`src/rtl/spim_pkg.sv`:
```
package spim_pkg;

    localparam int unsigned SPIM_DW   = 32;
    localparam int unsigned SPIM_DIVW = 16;
    localparam int unsigned SPIM_LENW = $clog2(SPIM_DW);

    // Frame settings frozen while a word is in flight
    typedef struct packed {
        logic [SPIM_LENW-1:0] len;       // bits per word minus one
        logic                 pol;       // sclk rest level
        logic                 lead_smp;  // 1: sample on leading edge
        logic                 idle;      // mosi rest level
        logic                 msb;       // msb first
        logic                 loop;      // internal loopback
        logic                 txoff;     // hold mosi at rest level
        logic                 rxoff;     // no receive pushes
    } spim_mode_t;

    typedef enum logic {
        ST_IDLE  = 1'b0,
        ST_SHIFT = 1'b1
    } spim_st_t;

    // Position inside the word of the idx-th bit on the wire
    function automatic logic [SPIM_LENW-1:0] wire_pos(
        input logic [SPIM_LENW-1:0] len,
        input logic                 msb,
        input logic [SPIM_LENW-1:0] idx
    );
        return msb ? (len - idx) : idx;
    endfunction

endpackage

```
`src/rtl/spim_cfg_hold.sv`:
```
module spim_cfg_hold
    import spim_pkg::*;
#(
    parameter int unsigned DIV_W = SPIM_DIVW
) (
    input  logic             clk,
    input  logic             rst,
    input  logic             enable,
    input  logic             busy,
    input  spim_mode_t       mode_in,
    input  logic [DIV_W-1:0] div_in,
    output spim_mode_t       mode_q,
    output logic [DIV_W-1:0] div_q
);

    localparam spim_mode_t MODE_RST = '{
        len:      SPIM_LENW'(7),
        pol:      1'b0,
        lead_smp: 1'b1,
        idle:     1'b0,
        msb:      1'b1,
        loop:     1'b0,
        txoff:    1'b1,
        rxoff:    1'b1
    };

    always_ff @(posedge clk) begin
        if (rst) begin
            mode_q <= MODE_RST;
            div_q  <= '0;
        end else if (!enable && !busy) begin
            mode_q <= mode_in;
            div_q  <= div_in;
        end
    end

endmodule

```
`src/rtl/spim_clkdiv.sv`:
```
module spim_clkdiv
    import spim_pkg::*;
#(
    parameter int unsigned DIV_W = SPIM_DIVW
) (
    input  logic             clk,
    input  logic             rst,
    input  logic             run,
    input  logic [DIV_W-1:0] div,
    output logic             tick
);

    logic [DIV_W-1:0] cnt_q;

    assign tick = run && (cnt_q == div);

    always_ff @(posedge clk) begin
        if (rst || !run || tick) begin
            cnt_q <= '0;
        end else begin
            cnt_q <= cnt_q + DIV_W'(1);
        end
    end

endmodule

```
`src/rtl/spim_shifter.sv`:
```
module spim_shifter
    import spim_pkg::*;
#(
    parameter int unsigned DATA_W = SPIM_DW
) (
    input  logic              clk,
    input  logic              rst,
    input  logic              enable,
    input  spim_mode_t        mode,
    input  logic              tick,
    input  logic [DATA_W-1:0] tx_data,
    input  logic              tx_valid,
    output logic              tx_ready,
    input  logic              miso,
    output logic [DATA_W-1:0] rx_data,
    output logic              rx_valid,
    output logic              sclk,
    output logic              mosi,
    output logic              busy
);

    localparam int unsigned LEN_W = SPIM_LENW;

    spim_st_t          st_q;
    logic              half_q;    // 0: before leading edge, 1: before trailing edge
    logic              act_q;     // sclk away from its rest level
    logic              mosi_q;
    logic [LEN_W-1:0]  idx_q;
    logic [DATA_W-1:0] txw_q;
    logic [DATA_W-1:0] rxw_q;

    logic              last_bit;
    logic              word_end;
    logic              take;
    logic              smp_now;
    logic              smp_bit;
    logic [LEN_W-1:0]  drv_idx;
    logic              drv_bit;
    logic              first_bit;
    logic [DATA_W-1:0] rx_nxt;

    assign busy     = (st_q == ST_SHIFT);
    assign last_bit = (idx_q == mode.len);
    assign word_end = busy && tick && half_q && last_bit;
    assign tx_ready = enable && (!busy || word_end);
    assign take     = tx_ready && tx_valid;

    assign sclk = mode.pol ^ act_q;
    assign mosi = busy ? mosi_q : mode.idle;

    assign smp_bit = mode.loop ? mosi : miso;
    assign smp_now = busy && tick && (half_q != mode.lead_smp);

    assign drv_idx   = mode.lead_smp ? (idx_q + LEN_W'(1)) : idx_q;
    assign drv_bit   = mode.txoff ? mode.idle
                                  : txw_q[wire_pos(mode.len, mode.msb, drv_idx)];
    assign first_bit = mode.txoff ? mode.idle
                                  : tx_data[wire_pos(mode.len, mode.msb, '0)];

    always_comb begin
        rx_nxt = rxw_q;
        if (smp_now) begin
            rx_nxt[wire_pos(mode.len, mode.msb, idx_q)] = smp_bit;
        end
    end

    always_ff @(posedge clk) begin
        if (rst) begin
            st_q     <= ST_IDLE;
            half_q   <= 1'b0;
            act_q    <= 1'b0;
            mosi_q   <= 1'b0;
            idx_q    <= '0;
            txw_q    <= '0;
            rxw_q    <= '0;
            rx_data  <= '0;
            rx_valid <= 1'b0;
        end else begin
            rx_valid <= 1'b0;
            rxw_q    <= rx_nxt;
            if (busy && tick) begin
                if (!half_q) begin
                    act_q  <= 1'b1;
                    half_q <= 1'b1;
                    if (!mode.lead_smp) begin
                        mosi_q <= drv_bit;
                    end
                end else begin
                    act_q  <= 1'b0;
                    half_q <= 1'b0;
                    if (last_bit) begin
                        rx_data  <= rx_nxt;
                        rx_valid <= !mode.rxoff;
                        st_q     <= ST_IDLE;
                    end else begin
                        idx_q <= idx_q + LEN_W'(1);
                        if (mode.lead_smp) begin
                            mosi_q <= drv_bit;
                        end
                    end
                end
            end
            if (take) begin
                st_q   <= ST_SHIFT;
                half_q <= 1'b0;
                act_q  <= 1'b0;
                idx_q  <= '0;
                txw_q  <= tx_data;
                rxw_q  <= '0;
                mosi_q <= mode.lead_smp ? first_bit : mode.idle;
            end
        end
    end

endmodule

```
`src/rtl/spim_engine.sv`:
```
module spim_engine
    import spim_pkg::*;
#(
    parameter int unsigned DATA_W = SPIM_DW,
    parameter int unsigned DIV_W  = SPIM_DIVW,
    parameter int unsigned LEN_W  = SPIM_LENW
) (
    input  logic              clk,
    input  logic              rst,
    input  logic              enable,
    input  logic [DIV_W-1:0]  cfg_div,
    input  logic [LEN_W-1:0]  cfg_len,
    input  logic              cfg_pol,
    input  logic              cfg_pha,
    input  logic              cfg_idle,
    input  logic              cfg_msb,
    input  logic              cfg_loop,
    input  logic              cfg_txoff,
    input  logic              cfg_rxoff,
    input  logic [DATA_W-1:0] tx_data,
    input  logic              tx_valid,
    output logic              tx_ready,
    output logic [DATA_W-1:0] rx_data,
    output logic              rx_valid,
    output logic              sclk,
    output logic              mosi,
    input  logic              miso,
    output logic              busy
);

    spim_mode_t       mode_in;
    spim_mode_t       mode_q;
    logic [DIV_W-1:0] div_q;
    logic             tick;

    always_comb begin
        mode_in.len      = cfg_len;
        mode_in.pol      = cfg_pol;
        mode_in.lead_smp = cfg_pha;
        mode_in.idle     = cfg_idle;
        mode_in.msb      = cfg_msb;
        mode_in.loop     = cfg_loop;
        mode_in.txoff    = cfg_txoff;
        mode_in.rxoff    = cfg_rxoff;
    end

    spim_cfg_hold #(.DIV_W(DIV_W)) u_cfg (
        .clk     (clk),
        .rst     (rst),
        .enable  (enable),
        .busy    (busy),
        .mode_in (mode_in),
        .div_in  (cfg_div),
        .mode_q  (mode_q),
        .div_q   (div_q)
    );

    spim_clkdiv #(.DIV_W(DIV_W)) u_div (
        .clk  (clk),
        .rst  (rst),
        .run  (busy),
        .div  (div_q),
        .tick (tick)
    );

    spim_shifter #(.DATA_W(DATA_W)) u_shf (
        .clk      (clk),
        .rst      (rst),
        .enable   (enable),
        .mode     (mode_q),
        .tick     (tick),
        .tx_data  (tx_data),
        .tx_valid (tx_valid),
        .tx_ready (tx_ready),
        .miso     (miso),
        .rx_data  (rx_data),
        .rx_valid (rx_valid),
        .sclk     (sclk),
        .mosi     (mosi),
        .busy     (busy)
    );

endmodule

```
`config.mk`:
```
export PLATFORM = sky130hd
export DESIGN_NAME = spim_engine
export DESIGN_NICKNAME = d
export VERILOG_FILES = /design/src/rtl/spim_pkg.sv /design/src/rtl/spim_cfg_hold.sv /design/src/rtl/spim_clkdiv.sv /design/src/rtl/spim_shifter.sv /design/src/rtl/spim_engine.sv
export SDC_FILE = /design/constraint.sdc
export NUM_CORES = 1
export LEC_CHECK = 0
export ABC_AREA = 1
export BUFFER_PORTS_ARGS = -buffer_cell sky130_fd_sc_hd__clkbuf_2
export CORE_AREA = 2 2 129 119
export CTS_BUF_LIST = sky130_fd_sc_hd__clkbuf_16
export DETAILED_ROUTE_END_ITERATION = 10
export DIE_AREA = 0 0 131 121
export PLACE_DENSITY = 0.78
export SETUP_SLACK_MARGIN = 0.1
export SLEW_MARGIN = 20
export SYNTH_ARGS = -nofsm -noshare
export SYNTH_HDL_FRONTEND = slang
export SYNTH_SLANG_ARGS = --single-unit
```
`constraint.sdc`:
```
create_clock -name clk -period 3.7 [get_ports clk]
set_input_delay 0.74 -clock clk [delete_from_list [all_inputs] [get_ports clk]]
set_output_delay 0.74 -clock clk [all_outputs]
set_load 0.1 [all_outputs]
```
Yosys cells after proc, flatten, opt, wreduce, memory -nomap -nowiden
Cells that the tools add are included.

Memory bits (writable): 0. Memories: 0. Register bits after elaboration: 149. ROM bits: 0. Bits in latches: 0. Output and inout bits: 37. Input port bits: 65.

Reduce and logical (&&, ||, !) cells: 24. Eq/ne operators: 6. Magnitude comparators: 4. Bitwise logic cells: 4. Muxes and demuxes: 28. Multipliers: 0. Shift-type cells: 0. Div/mod/pow operators: 0. Add/sub/neg operators: 4.

Operators with widths (count): bitwise mux 32 bit (1); 2-to-1 mux 32 bit (1); 2-to-1 mux 5 bit (4); 2-to-1 mux 1 bit (19); < comparator 5 x 6 -> 1 bit, second input constant (3); adder 16 x 1 -> 16 bit, second input constant (1); equality test 16 bit (1); binary-select mux 1 bit (select 5 bit) (2); subtractor 5 bit (2); logical AND 1 bit (9); AND reduction 3 bit (3); != test 3 bit, second input constant (2); nonzero test 2 bit (3); adder 5 x 1 -> 5 bit, second input constant (1); demux 1 bit (select 5 bit) (1); equality test 5 bit (1); >= comparator 5 x 1 -> 1 bit, second input constant (1); AND reduction 4 bit (1); OR reduction 4 bit (1); logical NOT 1 bit (3); logical OR 1 bit (3); != test 3 x 1 -> 1 bit, second input constant (1); NOT 1 bit (3); OR reduction 2 bit (1); other kinds (2) (2).

Longest topological paths before layout
Depth after elaboration: 12. Mapped depth: 19. Gate-level depth less buffers: 19.

Modules after synthesis
From an unflattened synthesis, not the netlist that was laid out.

Cell total of the unflattened synthesis: 1156. Area, all modules: 7870.0 um^2.

By module, submodules not included: spim_shifter (instances 1, sequential area each 2102.0 um^2, area an instance 5586.6 um^2, cells each 802); spim_clkdiv (instances 1, sequential area each 320.3 um^2, area an instance 1167.4 um^2, cells each 188); spim_cfg_hold (instances 1, sequential area each 560.5 um^2, area an instance 1116.1 um^2, cells each 166).

Worst setup path after synthesis
OpenSTA, ideal clock, no wires.

Path type: reg2out. Start: register u_shf.st_q (netlist: u_shf.busy). End: output tx_ready. Arrival: 3.907 ns. Slack: -0.947 ns. Stages on the path, launching flop included: 8. Required time: 2.960 ns. Path through: dfxtp_1 > clkbuf_2 > inv_1 > a21oi_1 > nand3b_1 > nor2_2 > nand4_1 > a21boi_0.

Cells in the longest elaborated chain, start to end: 6. Elaborated cells on any way between the ends: 7. Those cells by class: reduce/logical: 7.

RTL lines: start, declared (line spim_shifter.sv:24) `spim_st_t st_q;`; start signal, assigned (line spim_shifter.sv:69) `st_q <= ST_IDLE;`; start signal, assigned (line spim_shifter.sv:94) `st_q <= ST_IDLE;`; start signal, assigned (line spim_shifter.sv:104) `st_q <= ST_SHIFT;`; logical AND 1 bit (line spim_clkdiv.sv:15) `assign tick = run && (cnt_q == div);`; logical AND 1 bit (3 in series) (line spim_shifter.sv:44) `assign word_end = busy && tick && half_q && last_bit;`; logical OR 1 bit (*) (line spim_shifter.sv:45) `assign tx_ready = enable && (!busy || word_end);`; logical AND 1 bit (*) (line spim_shifter.sv:45); end, declared (line spim_engine.sv:22) `output logic tx_ready,`.

Mark *: on every way between the ends. The rest lies on a longest branch, timed or not.

Worst setup path after layout
Start: register u_shf.idx_q[2]. End: output tx_ready.

Cells in the longest elaborated chain, start to end: 4.

RTL lines: start, declared (line spim_shifter.sv:28) `logic [LEN_W-1:0] idx_q;`; start signal, assigned (line spim_shifter.sv:96) `idx_q <= idx_q + LEN_W'(1);`; equality test 5 bit (line spim_shifter.sv:43) `assign last_bit = (idx_q == mode.len);`; logical AND 1 bit (line spim_shifter.sv:44); logical OR 1 bit (line spim_shifter.sv:45); logical AND 1 bit (line spim_shifter.sv:45).

Every way passes these cells.

==> metrics.txt <==
# TYPE chip_impl_metric gauge
chip_impl_info{name="outcome",value="complete, no violations"} 1
chip_impl_metric{name="largest_net_degree_at_the_start_of_global_routing",unit=""} 67
chip_impl_metric{name="cap_violations",unit=""} 0
chip_impl_metric{name="top_level_ports",unit=""} 102
chip_impl_metric{name="power.ir.vdd_worst",unit="mV"} 0.324
chip_impl_metric{name="cts_hold_buf",unit=""} 0
chip_impl_metric{name="dpl.hpwl",unit="um"} 13200
chip_impl_metric{name="yosys_register_bits",unit=""} 149
chip_impl_info{name="timing.critical_path.from_type",value="flip-flop"} 1
chip_impl_metric{name="share_of_layout_cells_above_drive_strength_1",unit="%"} 15.8
chip_impl_metric{name="numPlacedInstances",unit=""} 1364
chip_impl_metric{name="first_pass_iters",unit=""} 7
chip_impl_info{name="cp-startpoint",value="u_shf.idx_q[2]"} 1
chip_impl_info{name="timing.rr.end",value="u_shf.idx_q[3]"} 1
chip_impl_info{name="synthMostInstantiatedCell",value="sky130_fd_sc_hd__nand2_1"} 1
chip_impl_metric{name="max_clock_freq",unit="MHz"} 295
chip_impl_metric{name="place_area",unit="um2"} 8250
chip_impl_metric{name="final.setup_skew",unit="ns"} 0.0107
chip_impl_metric{name="wirelength_per_cell",unit="um"} 13.6
chip_impl_metric{name="cts_max_level",unit=""} 4
chip_impl_metric{name="final_area",unit="um2"} 8790
chip_impl_metric{name="synth_warnings",unit=""} 0
chip_impl_info{name="hold_path_class",value="flip-flop to flip-flop"} 1
chip_impl_metric{name="chip_height",unit="um"} 121
chip_impl_metric{name="syn_avg_cell_area",unit="um2"} 6.93
chip_impl_info{name="yosys-top-cells-count",value="sky130_fd_sc_hd__nand2_1, sky130_fd_sc_hd__dfxtp_1, sky130_fd_sc_hd__inv_1"} 1
chip_impl_metric{name="cts-buffers-inserted",unit=""} 17
chip_impl_metric{name="worst-endpoint-arrival",unit="ns"} 2.65
chip_impl_metric{name="globalRouteTotalUtil",unit="%"} 24.7
chip_impl_info{name="rsz0062_at_grt",value="no"} 1
chip_impl_metric{name="reg2regPathDepth",unit=""} 12
chip_impl_metric{name="syn-instance-count",unit=""} 1109
chip_impl_metric{name="overflow",unit=""} 0
chip_impl_metric{name="clk_pin_slew_worst_paths",unit="ns"} 0.06
chip_impl_metric{name="fillers",unit=""} 1347
chip_impl_metric{name="seq_area_frac_synth",unit="%"} 38.8
chip_impl_info{name="synth.area.top_cells",value="sky130_fd_sc_hd__dfxtp_1, sky130_fd_sc_hd__nand2_1, sky130_fd_sc_hd__nand3_1, sky130_fd_sc_hd__o21ai_0, sky130_fd_sc_hd__inv_1"} 1
chip_impl_metric{name="critical_path_peak_fanout",unit=""} 6
chip_impl_metric{name="ant_nets",unit=""} 0
chip_impl_metric{name="chipWidth",unit="um"} 131
chip_impl_metric{name="final-seq-area",unit="um2"} 2980
chip_impl_metric{name="power.static_leakage",unit="nW"} 3.87
chip_impl_info{name="tritoncts",value="done"} 1
chip_impl_metric{name="slew-limit-headroom",unit="%"} 36.7
chip_impl_metric{name="final_period_minus_worst_setup_slack",unit="ns"} 3.39
chip_impl_metric{name="final_cells",unit=""} 1395
chip_impl_metric{name="insertion_delay_to_the_later_sink_of_the_worst_skew_pair",unit="ns"} 0.42
chip_impl_info{name="critical_path.reg2reg.startpoint",value="u_shf.idx_q[2]"} 1
chip_impl_metric{name="detailed_router_s_first_iteration_violation_count",unit=""} 653
chip_impl_info{name="worst-setup-path-type",value="flip-flop to primary output"} 1
chip_impl_metric{name="worst_slew_pin_slew",unit="ns"} 0.948
chip_impl_metric{name="setup-tns-final",unit="ns"} 0
chip_impl_metric{name="design.die.area",unit="um2"} 15900
chip_impl_metric{name="report.final.setup_viol",unit=""} 0
chip_impl_info{name="dominantRegCellSynth",value="sky130_fd_sc_hd__dfxtp_1"} 1
chip_impl_metric{name="postSynth.asyncResetShare",unit="%"} 0
chip_impl_metric{name="yosys.cell_types.count",unit=""} 41
chip_impl_info{name="cts.root.buffer_cell",value="sky130_fd_sc_hd__clkbuf_16"} 1
chip_impl_info{name="synthDominantAreaCellType",value="sky130_fd_sc_hd__dfxtp_1"} 1
chip_impl_metric{name="hold_viol_final",unit=""} 0
chip_impl_metric{name="postLayoutCoreUtil",unit="%"} 60.8
chip_impl_metric{name="synthToLayoutAreaGrowth",unit="%"} 14.5
chip_impl_metric{name="post_synthesis_cell_area",unit="um2"} 7680
chip_impl_metric{name="powerDensity",unit="nW/um2"} 455
chip_impl_metric{name="gp_routability_congestion",unit=""} 0.924
chip_impl_info{name="endpoint",value="tx_ready"} 1
chip_impl_metric{name="multiInputGateArea",unit="um2"} 3890
chip_impl_metric{name="synth_edf_count",unit=""} 0
chip_impl_metric{name="timing.reg2reg.setup_slack",unit="ns"} 0.68
chip_impl_metric{name="clock-sinks",unit=""} 149
chip_impl_info{name="end_kind",value="primary output"} 1
chip_impl_metric{name="ctsLongestPathBuffers",unit=""} 2
chip_impl_metric{name="final_setup_margin",unit="ns"} 0.315
chip_impl_metric{name="floorplan.core_area",unit="um2"} 14500
chip_impl_metric{name="post_drt_via_cell_ratio",unit=""} 5.25
chip_impl_metric{name="start_util",unit="%"} 53.1
chip_impl_metric{name="critical_path_data_required_time",unit="ns"} 2.96
chip_impl_metric{name="number_of_global_route_vias_before_repair",unit=""} 6661
chip_impl_metric{name="drt_wl_total",unit="um"} 19000
chip_impl_metric{name="antenna_cells",unit=""} 0
chip_impl_metric{name="preCtsSetupSlack",unit="ns"} 0.743
chip_impl_metric{name="route.detailed.drc",unit=""} 0
chip_impl_metric{name="timing.final.max_slew_violations",unit=""} 0
chip_impl_metric{name="post-route-period-util",unit="%"} 91.5
chip_impl_metric{name="antenna_found_initial",unit=""} 0
chip_impl_metric{name="vias",unit=""} 7323
chip_impl_metric{name="synth_largest_type_area_fraction",unit="%"} 38.8
chip_impl_metric{name="std_cell_rows",unit=""} 42
chip_impl_metric{name="grt_pass1_wl",unit="um"} 31400
chip_impl_metric{name="num-nets-final",unit=""} 1262
chip_impl_metric{name="postCtsSetupBuffers",unit=""} 0
chip_impl_metric{name="numPortBuffers",unit=""} 101
chip_impl_metric{name="synth_fp_nets",unit=""} 1186
chip_impl_metric{name="ctsResizeCount",unit=""} 0
-- cells in the final DEF, fill, tap and decap left out, types with 5 or more instances in the layout --
master,count
sky130_fd_sc_hd__ha_1,10
sky130_fd_sc_hd__clkinv_1,5
sky130_fd_sc_hd__nor2_1,95
sky130_fd_sc_hd__o21ai_0,101
sky130_fd_sc_hd__nand3_1,107
sky130_fd_sc_hd__a21oi_2,16
sky130_fd_sc_hd__inv_1,133
sky130_fd_sc_hd__clkbuf_2,101
sky130_fd_sc_hd__buf_4,13
sky130_fd_sc_hd__nand2_1,244
sky130_fd_sc_hd__dfxtp_1,149
sky130_fd_sc_hd__a21oi_1,84
sky130_fd_sc_hd__inv_2,7
sky130_fd_sc_hd__xnor2_1,7
sky130_fd_sc_hd__xor2_1,11
sky130_fd_sc_hd__clkbuf_16,17
sky130_fd_sc_hd__nor3b_1,5
sky130_fd_sc_hd__nand4_1,40
-- report_power, final --
part	internal, W	total [W]	switching, W
sequential	0.00166	0.00169	0.0000354
combinational	0.000209	0.000683	0.000474
clock	0.000970	0.00162	0.000651
-- worst min path at each step --
stage | from | endpoint | cells past startpoint
floorplan | u_cfg.mode_q[0] | u_cfg.mode_q[0] | 2
global placement | u_shf.txw_q[10] | u_shf.txw_q[10] | 2
detailed placement | u_shf.txw_q[26] | u_shf.txw_q[26] | 2
CTS | u_shf.txw_q[5] | u_shf.txw_q[5] | 2
global route | u_shf.txw_q[24] | u_shf.txw_q[24] | 2
finish | u_shf.txw_q[5] | u_shf.txw_q[5] | 2
-- state kept, by name, summed over array words and instances (netlist names), 5 cells and up --
name / flops
u_cfg.mode_q: 12
u_shf.txw_q: 32
u_div.cnt_q: 16
u_shf.rxw_q: 32
u_cfg.div_q: 16
u_shf.idx_q: 5
u_shf.rx_data: 32
-- stage by stage --
stage	hold slack [ns]	total power (W)
2_1_floorplan	0.421	0.00223
3_3_place_gp	0.443	0.00238
3_5_place_dp	0.449	0.00239
4_1_cts	0.458	0.00401
5_1_grt	0.470	0.00418
6_report	0.460	0.00400
-- worst max-delay path, stage by stage (launching register included) --
cell and delay [ns]:
sky130_fd_sc_hd__dfxtp_1 0.41, sky130_fd_sc_hd__inv_1 0.11, sky130_fd_sc_hd__ha_1 0.36, sky130_fd_sc_hd__nand2_1 0.07, sky130_fd_sc_hd__nor2_1 0.09, sky130_fd_sc_hd__nand2_1 0.10
sky130_fd_sc_hd__nor2_1 0.18, sky130_fd_sc_hd__nand4_1 0.22, sky130_fd_sc_hd__a21boi_2 0.21, sky130_fd_sc_hd__clkbuf_2 0.48
-- cells by family after synthesis --
| logic type | synth area share (%) |
|---|---|
| DFF | 38.8 |
| adders and majority gates | 2.15 |
| AOI/OAI and AO/OA | 15.2 |
| and+or+nand+nor | 31.1 |
| xor gates and xnor gates | 2.05 |
| buffers and inverters | 10.6 |
-- cell type report --
cell class                      count  share of cell area (%)
Multi-Input combinational cell    765                    44.3
Clock buffer                       17                    4.84
Inverter                          138                    5.89
Tap cell                          198                    2.82
Sequential cell                   149                    33.9
Clock inverter                     14                    1.38
Timing Repair Buffer              114                    6.86
-- per-layer routing --
metal	vias to the layer above	part of all wire, %	global-route usage, %
met5	-	0	0
met2	250	44	38.6
met3	28	6.9	5.91
met1	3279	47	33.5
met4	0	1.6	7.91
li1	3766	-	-
(Power assumes the default switching activity.)
